`src/rtl/fp_csr_pkg.sv`:
```
package fp_csr_pkg;
  localparam int ADDR_W   = 12;
  localparam int DATA_W   = 32;
  localparam int NFLAGS   = 5;
  localparam int NTRAPS   = 2;
  localparam int RM_LSB   = 8;
  localparam int RM_W     = 2;
  localparam int FWE_BIT  = DATA_W - 1;
  localparam logic [ADDR_W-1:0] CTRL_ADDR = 12'h300;
  localparam logic [ADDR_W-1:0] STAT_ADDR = 12'h301;
  localparam logic [RM_W-1:0]   RM_RESET  = 2'b01;

  typedef struct packed {
    logic ctrlSel;   // address hits control
    logic statSel;   // address hits status
    logic ctrlWr;    // write control
    logic statLoad;  // enabled status load
  } csrStrobes_t;
endpackage

```
`src/rtl/fp_csr_decode.sv`:
```
module fp_csr_decode
  import fp_csr_pkg::*;
(
  input  logic [ADDR_W-1:0] auxAddr,
  input  logic              auxWrEn,
  input  logic              flagWriteBit,
  output csrStrobes_t       stb
);
  always_comb begin
    stb          = '0;
    stb.ctrlSel  = (auxAddr == CTRL_ADDR);
    stb.statSel  = (auxAddr == STAT_ADDR);
    stb.ctrlWr   = auxWrEn && stb.ctrlSel;
    stb.statLoad = auxWrEn && stb.statSel && flagWriteBit;
  end

  always_comb begin
    // at most one register targeted
    a_r2_one_target: assert ($onehot0({stb.ctrlSel, stb.statSel}));
  end
endmodule

```
`src/rtl/fp_csr_regs.sv`:
```
module fp_csr_regs
  import fp_csr_pkg::*;
(
  input  logic              clk,
  input  logic              rstN,
  input  csrStrobes_t       stb,
  input  logic [DATA_W-1:0] auxWrData,
  input  logic [NFLAGS-1:0] excEvent,
  output logic [DATA_W-1:0] auxRdData,
  output logic [RM_W-1:0]   roundMode,
  output logic [(1<<RM_W)-1:0] roundOneHot,
  output logic [NTRAPS-1:0] trapEn,
  output logic              trapReq
);
  localparam int NMODES = 1 << RM_W;

  logic [NTRAPS-1:0] trapEnQ;
  logic [RM_W-1:0]   rmQ;
  logic [NFLAGS-1:0] flagsQ;
  logic [NFLAGS-1:0] flagsNext;
  logic              trapQ;
  logic              trapHit;

  assign flagsNext = (stb.statLoad ? auxWrData[NFLAGS-1:0] : flagsQ) | excEvent;
  assign trapHit   = |(excEvent[NTRAPS-1:0] & trapEnQ);

  always_ff @(posedge clk) begin
    if (!rstN) begin
      trapEnQ <= '0;
      rmQ     <= RM_RESET;
      flagsQ  <= '0;
      trapQ   <= 1'b0;
    end else begin
      if (stb.ctrlWr) begin
        trapEnQ <= auxWrData[NTRAPS-1:0];
        rmQ     <= auxWrData[RM_LSB +: RM_W];
      end
      flagsQ <= flagsNext;
      trapQ  <= trapHit;
    end
  end

  always_comb begin
    auxRdData = '0;
    if (stb.ctrlSel) begin
      auxRdData[NTRAPS-1:0]     = trapEnQ;
      auxRdData[RM_LSB +: RM_W] = rmQ;
    end else if (stb.statSel) begin
      auxRdData[NFLAGS-1:0] = flagsQ;
    end
  end

  for (genvar m = 0; m < NMODES; m++) begin : g_rm
    assign roundOneHot[m] = (rmQ == RM_W'(m));
  end

  assign roundMode = rmQ;
  assign trapEn    = trapEnQ;
  assign trapReq   = trapQ;

  // without an enabled load, no flag falls
  a_r8_sticky: assert property (@(posedge clk) disable iff (!rstN)
    !$past(stb.statLoad) |-> ((flagsQ & $past(flagsQ)) == $past(flagsQ)));
  // events always land in the flags
  a_r8_event_sets: assert property (@(posedge clk) disable iff (!rstN)
    |excEvent |=> ((flagsQ & $past(excEvent)) == $past(excEvent)));
  // a matching event yields a request next cycle
  a_r9_trap_raise: assert property (@(posedge clk) disable iff (!rstN)
    (|(excEvent[NTRAPS-1:0] & trapEn)) |=> trapReq);
  // no request without a matching event
  a_r9_trap_cause: assert property (@(posedge clk) disable iff (!rstN)
    trapReq |-> $past(|(excEvent[NTRAPS-1:0] & trapEn)));
  // decode is one-hot
  a_r4_rm_onehot: assert property (@(posedge clk) disable iff (!rstN)
    $countones(roundOneHot) == 1);
  // status upper bits read zero
  a_r7_stat_hi_zero: assert property (@(posedge clk) disable iff (!rstN)
    stb.statSel |-> (auxRdData[DATA_W-1:NFLAGS] == '0));
endmodule

```
`src/rtl/fp_csr_block.sv`:
```
module fp_csr_block
  import fp_csr_pkg::*;
(
  input  logic        clk,
  input  logic        rstN,
  input  logic [11:0] auxAddr,
  input  logic        auxWrEn,
  input  logic [31:0] auxWrData,
  output logic [31:0] auxRdData,
  input  logic [4:0]  excEvent,
  output logic [1:0]  roundMode,
  output logic [3:0]  roundOneHot,
  output logic [1:0]  trapEn,
  output logic        trapReq
);
  csrStrobes_t stb;

  fp_csr_decode u_decode (
    .auxAddr      (auxAddr),
    .auxWrEn      (auxWrEn),
    .flagWriteBit (auxWrData[FWE_BIT]),
    .stb          (stb)
  );

  fp_csr_regs u_regs (
    .clk         (clk),
    .rstN        (rstN),
    .stb         (stb),
    .auxWrData   (auxWrData),
    .excEvent    (excEvent),
    .auxRdData   (auxRdData),
    .roundMode   (roundMode),
    .roundOneHot (roundOneHot),
    .trapEn      (trapEn),
    .trapReq     (trapReq)
  );
endmodule

```
`config.mk`:
```
export PLATFORM = sky130hd
export DESIGN_NAME = fp_csr_block
export DESIGN_NICKNAME = d
export VERILOG_FILES = /design/src/rtl/fp_csr_pkg.sv /design/src/rtl/fp_csr_decode.sv /design/src/rtl/fp_csr_regs.sv /design/src/rtl/fp_csr_block.sv
export SDC_FILE = /design/constraint.sdc
export NUM_CORES = 1
export LEC_CHECK = 0
export BUFFER_PORTS_ARGS = -buffer_cell sky130_fd_sc_hd__buf_2
export CAP_MARGIN = 20
export CORE_ASPECT_RATIO = 1.4
export CORE_UTILIZATION = 29
export CTS_BUF_LIST = sky130_fd_sc_hd__clkbuf_2 sky130_fd_sc_hd__clkbuf_4 sky130_fd_sc_hd__clkbuf_8
export DETAILED_ROUTE_END_ITERATION = 6
export GPL_TIMING_DRIVEN = 0
export PLACE_DENSITY_LB_ADDON = 0.2
export SETUP_SLACK_MARGIN = 0.15
export SYNTH_ARGS = -nofsm -noshare
export SYNTH_HDL_FRONTEND = slang
export SYNTH_SLANG_ARGS = --single-unit
```
`constraint.sdc`:
```
create_clock -name clk -period 3.1 [get_ports clk]
set_input_delay 0.93 -clock clk [delete_from_list [all_inputs] [get_ports clk]]
set_output_delay 0.93 -clock clk [all_outputs]
set_load 0.01 [all_outputs]
```
==> key figures, run 1 <==
Worst setup path
  • Nature of the critical path startpoint: primary input
  • Register-to-Register Path Depth: 1
  • CP arrival: 2340 ps
  • Crit Path Max Fanout: 5
  • Worst EP required: 2170 ps
  • Worst r2r dst: u_regs.flagsQ[0]
  • Worst reg2reg startpoint: u_regs.flagsQ[0]
  • R2r setup slk: 2330 ps
  • Element type at the critical path end: output pin
  • Worst Path Class, Setup: in -> out

Cells and area
  • Commonest cells after routing, fill and taps aside: buf_2 (39), buf_4 (26), conb_1 (25)
  • # fillers: 246
  • ANT cells: 0
  • P&R area growth vs syn: 58.3%
  • Most common cell after layout, fill and taps aside: buf_2
  • Share of layout cells above drive strength 1: 0.536
  • Fin cells: 174
  • Post-layout nets: 204

Floorplan
  • Core area: 0.00236 mm²
  • Row count: 21
  • Die Y: 61.1 µm
  • Die Area: 0.00270 mm²
  • Die outline width: 44.2 µm
  • Starting Density: 0.306
  • Top Ports: 93

Clock tree
  • CTS buffer count: 3
  • Clk_lat worst skew: 260 ps
  • Hold Buf Count CTS: 0
  • Sink Count: 10
  • Clock slew at reported path FFs: 60 ps
  • Clock buffer depth: 2
  • CTS Root Cell: clkbuf_4
  • CTS tree: built
  • Htree depth: 1

Hold path
  • Cells on Worst Hold Path: 1
  • Hold_sp: u_regs.flagsQ[3]
  • Worst hold endpoint: u_regs.flagsQ[3]
  • Hold WC Path Type: reg -> reg

Synthesis
  • Synth unique cells: 21
  • #FFs+latches synth: 10
  • Sequential share of the synthesized area: 0.277
  • Syn_area_per_cell: 9.04 µm²
  • YS warnings: 0
  • Synthesized area: 723 µm²
  • Syn Inst Count: 80

Drt
  • Antenna viol nets, final: 0
  • Drt via density: 4.12
  • Vias: 717
  • 1st-pass router iterations: 7
  • Drt total wl: 1.70 mm
  • Avg WL per Cell: 9.79 µm
  • DRT iter0 DRCs: 7
  • DRC Markers: 2

Timing
  • RSZ-0062 raised after global routing: yes
  • Slew Limit Headroom: 0.564
  • Worst hold margin: 512 ps
  • Fin crit share: 1.06
  • Final Hold Viols: 0
  • Max-slew violations: 0
  • Minimum clock period: 3270 ps
  • Setup ws final: -171 ps
  • Setup violations, final: 7
  • Worst Tran Pin Value: 649 ps
  • Peak Freq: 306 MHz
  • Clock skew: 3.15 ps

Power and ir drop
  • Pwr dens: 281 mW/mm²
  • Peak supply drop: 0.220 mV
  • P_leak: 0.000628 µW

Placed design
  • Placed Cells incl. Taps: 169
  • GP Congestion: 0.740
  • HPWL after DPL: 1.42 mm
  • Port Buf Inserts: 42

Global route
  • Global-route wire length before repair: 2.50 mm
  • Total GRT Usage: 0.123
  • Congestion Overflow GR: 0
  • Vias in the first global route: 592
  • Largest net degree at the start of global routing: 11
  • Initial antenna violation count: 0

Flow run
  • Max Cap Viol: 0

Run status
  • Status: finished with violations
  • Violated checks: design-rule violations, negative setup slack
## through the flow
step / worst slack (ps) / power (µW) / setup TNS [ps] / util / instance area, µm²
floorplan: 65.9 / 186 / 0 / - / 843
global placement: -208 / 204 / -1340 / 0.458 / 1080
detailed placement: -251 / 206 / -1610 / 0.458 / 1080
CTS: -197 / 326 / -1250 / 0.484 / 1140
global route: -240 / 341 / -1540 / 0.484 / 1140
finish: -171 / 321 / -1140 / 0.484 / 1140
## worst max-delay path, cell delays in order
cell and delay [ps]:
buf_6 90, or4_4 530, or2_4 280, nor3_4 220, and2_1 180, buf_2 130
## layer usage
metal  global-route usage  share of wire
met1                0.132           0.37
met2                0.235           0.55
met3               0.0205          0.079
met4               0.0519         0.0059
met5                    0              0
## flip-flops by register name, summed over array words and instances, names as in the netlist
signal	cells
u_regs.trapReq	1
u_regs.flagsQ	5
u_regs.trapEn	2
u_regs.roundMode	2
## cell usage after synthesis
cell / count / area, µm²
dfxtp_1: 10 / 200
or2_2: 1 / 6.26
o311a_1: 5 / 50.1
a22o_1: 2 / 17.5
nand3_1: 1 / 5.00
nand2_1: 1 / 3.75
or4_4: 3 / 33.8
mux2i_1: 4 / 40.0
buf_4: 25 / 188
and2_1: 6 / 37.5
nand2b_1: 1 / 6.26
a22oi_1: 1 / 7.51
or3_1: 5 / 31.3
clkbuf_1: 1 / 3.75
nor3_1: 3 / 15.0
nor2b_1: 6 / 37.5
nor2_1: 1 / 3.75
inv_1: 1 / 3.75
nor4_4: 1 / 21.3
nand3b_1: 1 / 7.51
conb_1: 1 / 3.75
## worst max path at each step
stage                               to        start  cells after the start
after floorplan           auxRdData[0]  auxAddr[10]                      4
after global placement    auxRdData[1]  auxAddr[10]                      6
after detailed placement  auxRdData[8]  auxAddr[10]                      6
after CTS                 auxRdData[1]  auxAddr[10]                      6
after global routing      auxRdData[0]  auxAddr[10]                      6
final                     auxRdData[2]  auxAddr[10]                      6
## power by group
group | internal [µW] | total [µW] | switching [µW]
combinational | 39.4 | 70.3 | 30.9
clock | 71.2 | 116 | 44.5
sequential | 133 | 135 | 2.39
## cell type report
| class | instances | area (µm²) | area share |
|---|---|---|---|
| Buffer | 26 | 191 | 0.167 |
| Clock buffer | 4 | 36.3 | 0.0317 |
| Inverter | 1 | 3.75 | 0.00328 |
| Multi-Input combinational cell | 67 | 448 | 0.391 |
| Sequential cell | 10 | 200 | 0.175 |
| Tap cell | 23 | 28.8 | 0.0251 |
| Timing Repair Buffer | 43 | 236 | 0.207 |
## kinds of logic after synthesis
family | Yosys count | share of synthesized area
AO/OA/AOI/OAI | 8 | 0.104
buffers and inverters | 27 | 0.270
flip-flops | 10 | 0.277
multiplexers | 4 | 0.0554
other | 1 | 0.00519
AND/OR/NAND/NOR | 30 | 0.289
## what timing repair did
action,in CTS,in global routing
pin swaps,0,4
gates cloned,0,0
hold endpoints to repair,0,0
setup endpoints to repair,7,7
buffers inserted,1,0
gates resized for setup,3,0
(Power assumes the default switching activity.)
==> run 2, diff against run 1 <==
--- a/config.mk
+++ b/config.mk
@@ -10,10 +10,13 @@
 export CORE_ASPECT_RATIO = 1.4
 export CORE_UTILIZATION = 29
 export CTS_BUF_LIST = sky130_fd_sc_hd__clkbuf_2 sky130_fd_sc_hd__clkbuf_4 sky130_fd_sc_hd__clkbuf_8
+export CTS_CLUSTER_SIZE = 8
 export DETAILED_ROUTE_END_ITERATION = 6
+export GPL_ROUTABILITY_DRIVEN = 0
 export GPL_TIMING_DRIVEN = 0
 export PLACE_DENSITY_LB_ADDON = 0.2
 export SETUP_SLACK_MARGIN = 0.15
+export SKIP_CTS_REPAIR_TIMING = 1
 export SYNTH_ARGS = -nofsm -noshare
 export SYNTH_HDL_FRONTEND = slang
 export SYNTH_SLANG_ARGS = --single-unit
==> run 2 against run 1 <==
Net effect:
- the run still ends with design-rule violations, negative setup slack left
- cell count did not move
- sequential cell count unchanged
- wire length is 1.1% higher
- sequential power is essentially flat
- worst setup slack got worse by 13 ps
- die area is the same
- first-iteration DRC count is 71% higher
- largest cell class unchanged
==> key figures, run 2 (same netlist as run 1, synthesis figures left out) <==
Timing
  • Fin crit share: 1.06 (about the same)
  • Clock skew: 2.21 ps (was 3.15 ps)
  • Setup violations, final: 7 (unchanged)
  • Post-route setup TNS: -1220 ps (was -1140 ps)
  • Max-slew violations: 0 (unchanged)
  • Worst Tran Pin Value: 637 ps (was 649 ps)
  • RSZ-0062 raised after global routing: yes (unchanged)
  • Minimum clock period: 3280 ps (was 3270 ps)
  • Slew Limit Headroom: 0.572 (was 0.564)
  • Peak Freq: 305 MHz (was 306 MHz)
  • Final Hold Viols: 0 (unchanged)
  • Setup ws final: -184 ps (was -171 ps)

Worst setup path
  • Worst EP required: 2170 ps (about the same)
  • CP arrival: 2350 ps (was 2340 ps)
  • Crit Path Max Fanout: 4 (was 5)
  • Critical path, cell by cell: buf_6 > or4_4 > or2_4 > nor3_4 > a22o_1 > buf_2 (was buf_6 > or4_4 > or2_4 > nor3_4 > and2_1 > buf_2)
  • Crit-path leading delay family: simple AND/OR/NAND/NOR gates (unchanged)
  • CP peak stage delay: 540 ps (was 530 ps)
  • Buffers and inverters on the worst path: 2 (unchanged)
  • CP max-delay cell: or4_4 (unchanged)
  • Element type at the critical path end: output pin (unchanged)
  • Worst Path Class, Setup: in -> out (unchanged)
  • Nature of the critical path startpoint: primary input (unchanged)

Placed design
  • Placed Cells incl. Taps: 169 (unchanged)
  • HPWL after DPL: 1.42 mm (unchanged)
  • Port Buf Inserts: 42 (unchanged)

Global route
  • Initial antenna violation count: 0 (unchanged)
  • Global-route wire length before repair: 2.44 mm (was 2.50 mm)
  • Congestion Overflow GR: 0 (unchanged)
  • Vias in the first global route: 570 (was 592)
  • Total GRT Usage: 0.121 (was 0.123)
  • Largest net degree at the start of global routing: 11 (unchanged)

Drt
  • DRC Markers: 2 (unchanged)
  • DRT iter0 DRCs: 12 (was 7)
  • Avg WL per Cell: 9.90 µm (was 9.79 µm)
  • Antenna viol nets, final: 0 (unchanged)
  • Drt via density: 4.22 (was 4.12)
  • 1st-pass router iterations: 7 (unchanged)
  • Vias: 735 (was 717)
  • Drt total wl: 1.72 mm (was 1.70 mm)

Cells and area
  • Top reg by flops: u_regs.flagsQ (unchanged)
  • # fillers: 241 (was 246)
  • Max reg flops: 5 (unchanged)
  • Share of layout cells above drive strength 1: 0.536 (unchanged)
  • ANT cells: 0 (unchanged)
  • Most common cell after layout, fill and taps aside: buf_2 (unchanged)
  • Post-layout nets: 204 (unchanged)
  • P&R area growth vs syn: 58.3% (unchanged)
  • Fin cells: 174 (unchanged)
  • Commonest cells after routing, fill and taps aside: buf_2 (39), buf_4 (26), conb_1 (25) (unchanged)

Run status
  • Violated checks: design-rule violations, negative setup slack (unchanged)
  • Status: finished with violations (unchanged)

Clock tree
  • Sink Count: 10 (unchanged)
  • CTS buffer count: 3 (unchanged)
  • Clk_lat worst skew: 260 ps (about the same)
  • CTS tree: built (unchanged)
  • Clock slew at reported path FFs: 70 ps (was 60 ps)
  • CTS Root Cell: clkbuf_4 (unchanged)
  • Htree depth: 1 (unchanged)
  • Clock buffer depth: 2 (unchanged)

Power and ir drop
  • Comb power frac: 0.218 (was 0.219)
  • Sw frac: 0.246 (was 0.242)
  • Cell Int Power: 244 µW (about the same)
  • P_leak: 0.000628 µW (about the same)
  • Reg power frac: 0.419 (was 0.421)
  • Switching power: 79.6 µW (was 77.8 µW)
  • Pwr dens: 282 mW/mm² (was 281 mW/mm²)
  • Share of total power in the clock network: 0.364 (was 0.360)
  • Peak supply drop: 0.225 mV (was 0.220 mV)

Floorplan
  • Die Y: 61.1 µm (unchanged)
  • Die outline width: 44.2 µm (unchanged)
  • Row count: 21 (unchanged)
  • Die Area: 0.00270 mm² (unchanged)
  • Core area: 0.00236 mm² (unchanged)
  • Top Ports: 93 (unchanged)
  • Starting Density: 0.306 (unchanged)

Flow run
  • Max Cap Viol: 0 (unchanged)

Hold path
  • Hold WC Path Type: reg -> reg (unchanged)
==> run 2: cell type report <==
cell class                      instances  area (µm²)  share of cell area
Multi-Input combinational cell         67         448               0.391
Timing Repair Buffer                   43         236               0.207
Sequential cell                        10         200               0.175
Buffer                                 26         191               0.167
Clock buffer                            4        36.3              0.0317
Tap cell                               23        28.8              0.0251
Inverter                                1        3.75             0.00328
==> run 2: routing by layer <==
metal  GRT usage  vias up  wire (µm)
met3      0.0205        2        155
met4      0.0519        0         10
met2       0.223       45        932
met1       0.135      311        623
met5           0        -          0
li1            -      377          -
==> run 2: power by group through the flow <==
stage / sequential [µW] / clock, µW / combinational [µW]
2_1_floorplan: 138 / 0 / 48.0
3_3_place_gp: 138 / 0 / 66.4
3_5_place_dp: 138 / 0 / 67.9
4_1_cts: 135 / 121 / 67.9
5_1_grt: 136 / 129 / 76.2
6_report: 135 / 118 / 70.4
==> run 2: worst paths after layout <==
| check | startpoint | endpoint | slack, ps | cells after the start |
|---|---|---|---|---|
| worst max-delay path | auxAddr[10] | auxRdData[1] | -180 | 6 |
| worst min-delay path | u_regs.flagsQ[3] | u_regs.flagsQ[3] | 510 | 1 |
| worst max register to register | u_regs.flagsQ[0] | u_regs.flagsQ[0] | 2340 | 1 |
| worst min register to register | u_regs.flagsQ[3] | u_regs.flagsQ[3] | 510 | 1 |
==> run 2: through the flow <==
step	total power, µW	util	setup WS [ps]	hold WS (ps)	area, µm²
global route	341	0.484	-254	543	1140
global placement	204	0.458	-208	488	1080
detailed placement	206	0.458	-251	497	1080
CTS	325	0.473	-252	514	1120
floorplan	186	-	65.9	477	843
finish	323	0.484	-184	511	1140
==> run 3, diff against run 2 <==
--- a/config.mk
+++ b/config.mk
@@ -15,6 +15,7 @@
 export GPL_ROUTABILITY_DRIVEN = 0
 export GPL_TIMING_DRIVEN = 0
 export PLACE_DENSITY_LB_ADDON = 0.2
+export RECOVER_POWER = 50
 export SETUP_SLACK_MARGIN = 0.15
 export SKIP_CTS_REPAIR_TIMING = 1
 export SYNTH_ARGS = -nofsm -noshare
==> run 3 against run 2 <==
Net effect:
- the flow still finishes with violations (design-rule violations, negative setup slack)
- core utilization decreased by 0.42 points
- wire length rose by 0.70%
- critical endpoint unchanged
- first-iteration DRC count unchanged
- highest routed layer unchanged
- largest power group unchanged
==> key figures, run 3 (same netlist as run 1, synthesis figures left out) <==
Floorplan
  • Top Ports: 93 (unchanged)
  • Starting Density: 0.306 (unchanged)
  • Die outline width: 44.2 µm (unchanged)
  • Die Area: 0.00270 mm² (unchanged)
  • Row count: 21 (unchanged)
  • Core area: 0.00236 mm² (unchanged)
  • Die Y: 61.1 µm (unchanged)

Cells and area
  • Max reg flops: 5 (unchanged)
  • Fin cells: 174 (unchanged)
  • Share of layout cells above drive strength 1: 0.483 (was 0.536)
  • Post-layout nets: 204 (unchanged)
  • ANT cells: 0 (unchanged)
  • Top reg by flops: u_regs.flagsQ (unchanged)
  • P&R area growth vs syn: 56.9% (was 58.3%)
  • Commonest cells after routing, fill and taps aside: buf_2 (31), buf_4 (26), conb_1 (25) (was buf_2 (39), buf_4 (26), conb_1 (25))
  • Most common cell after layout, fill and taps aside: buf_2 (unchanged)

Clock tree
  • Htree depth: 1 (unchanged)
  • Clock slew at reported path FFs: 70 ps (about the same)
  • CTS tree: built (unchanged)
  • Clk_lat worst skew: 260 ps (about the same)
  • CTS buffer count: 3 (unchanged)
  • Clock buffer depth: 2 (unchanged)
  • CTS Root Cell: clkbuf_4 (unchanged)
  • Sink Count: 10 (unchanged)

Drt
  • Antenna viol nets, final: 0 (unchanged)
  • DRT iter0 DRCs: 12 (unchanged)
  • Drt via density: 4.23 (was 4.22)
  • Vias: 736 (was 735)
  • DRC Markers: 4 (was 2)
  • Avg WL per Cell: 9.97 µm (was 9.90 µm)
  • 1st-pass router iterations: 7 (unchanged)
  • Drt total wl: 1.73 mm (was 1.72 mm)

Global route
  • Initial antenna violation count: 0 (unchanged)
  • Congestion Overflow GR: 0 (unchanged)
  • Global-route wire length before repair: 2.44 mm (unchanged)
  • Total GRT Usage: 0.121 (unchanged)
  • Vias in the first global route: 570 (unchanged)
  • Largest net degree at the start of global routing: 11 (unchanged)

Timing
  • Clock skew: 2.21 ps (about the same)
  • Setup ws final: -184 ps (about the same)
  • Worst hold margin: 511 ps (unchanged)
  • Fin crit share: 1.06 (about the same)
  • Setup violations, final: 7 (unchanged)
  • Worst Tran Pin Value: 636 ps (was 637 ps)
  • Max-slew violations: 0 (unchanged)
  • Minimum clock period: 3280 ps (about the same)
  • Peak Freq: 305 MHz (about the same)
  • Final Hold Viols: 0 (unchanged)
  • RSZ-0062 raised after global routing: yes (unchanged)
  • Slew Limit Headroom: 0.573 (was 0.572)

Run status
  • Status: finished with violations (unchanged)
  • Violated checks: design-rule violations, negative setup slack (unchanged)

Worst setup path
  • Nature of the critical path startpoint: primary input (unchanged)
  • Crit Path Max Fanout: 4 (unchanged)
  • Worst EP required: 2170 ps (about the same)
  • Element type at the critical path end: output pin (unchanged)
  • Worst Path Class, Setup: in -> out (unchanged)
  • CP arrival: 2350 ps (about the same)

Power and ir drop
  • Peak supply drop: 0.225 mV (about the same)
  • P_leak: 0.000596 µW (was 0.000628 µW)
  • Pwr dens: 285 mW/mm² (was 282 mW/mm²)

Placed design
  • Placed Cells incl. Taps: 169 (unchanged)
  • Port Buf Inserts: 42 (unchanged)
  • HPWL after DPL: 1.42 mm (unchanged)

Flow run
  • Max Cap Viol: 0 (unchanged)

Hold path
  • Hold WC Path Type: reg -> reg (unchanged)
-- run 3: area by class of cell --
| type | instances | area, µm² |
|---|---|---|
| Sequential cell | 10 | 200 |
| Tap cell | 23 | 28.8 |
| Timing Repair Buffer | 43 | 226 |
| Multi-Input combinational cell | 67 | 448 |
| Inverter | 1 | 3.75 |
| Buffer | 26 | 191 |
| Clock buffer | 4 | 36.3 |
| Fill cell | 246 | 1230 |
-- run 3: per-stage QoR --
stage	power [µW]	util	instance area (µm²)	TNS, ps	setup WS [ps]
5_1_grt	341	0.480	1130	-1630	-254
2_1_floorplan	186	-	843	0	65.9
3_5_place_dp	206	0.458	1080	-1610	-251
3_3_place_gp	204	0.458	1080	-1340	-208
6_report	323	0.480	1130	-1210	-184
4_1_cts	325	0.473	1120	-1630	-252
-- run 3: final timing paths --
path	startpoint	endpoint	slack, ps	cells past startpoint
setup / recovery	auxAddr[10]	auxRdData[1]	-180	6
hold / removal	u_regs.flagsQ[3]	u_regs.flagsQ[3]	510	1
setup reg to reg	u_regs.flagsQ[0]	u_regs.flagsQ[0]	2340	1
hold reg to reg	u_regs.flagsQ[3]	u_regs.flagsQ[3]	510	1
-- run 3: power breakdown --
group | internal [µW] | switching, µW | leakage, µW
clock network | 71.3 | 46.3 | 0.0000210
registers | 133 | 2.31 | 0.0000822
logic | 39.4 | 31.0 | 0.000493
total | 244 | 79.6 | 0.000596
-- run 3: worst max-delay path, cell delays in order --
cell	delay (ps)
buf_6	90
or4_4	540
or2_4	280
nor3_4	230
a22o_1	170
buf_2	120
-- run 3: routing by layer --
layer | up-vias | part of all wire | GRT usage
met5 | - | 0 | 0
met4 | 0 | 0.0058 | 0.0519
met3 | 2 | 0.093 | 0.0205
met2 | 45 | 0.54 | 0.223
met1 | 312 | 0.36 | 0.135
li1 | 377 | - | -
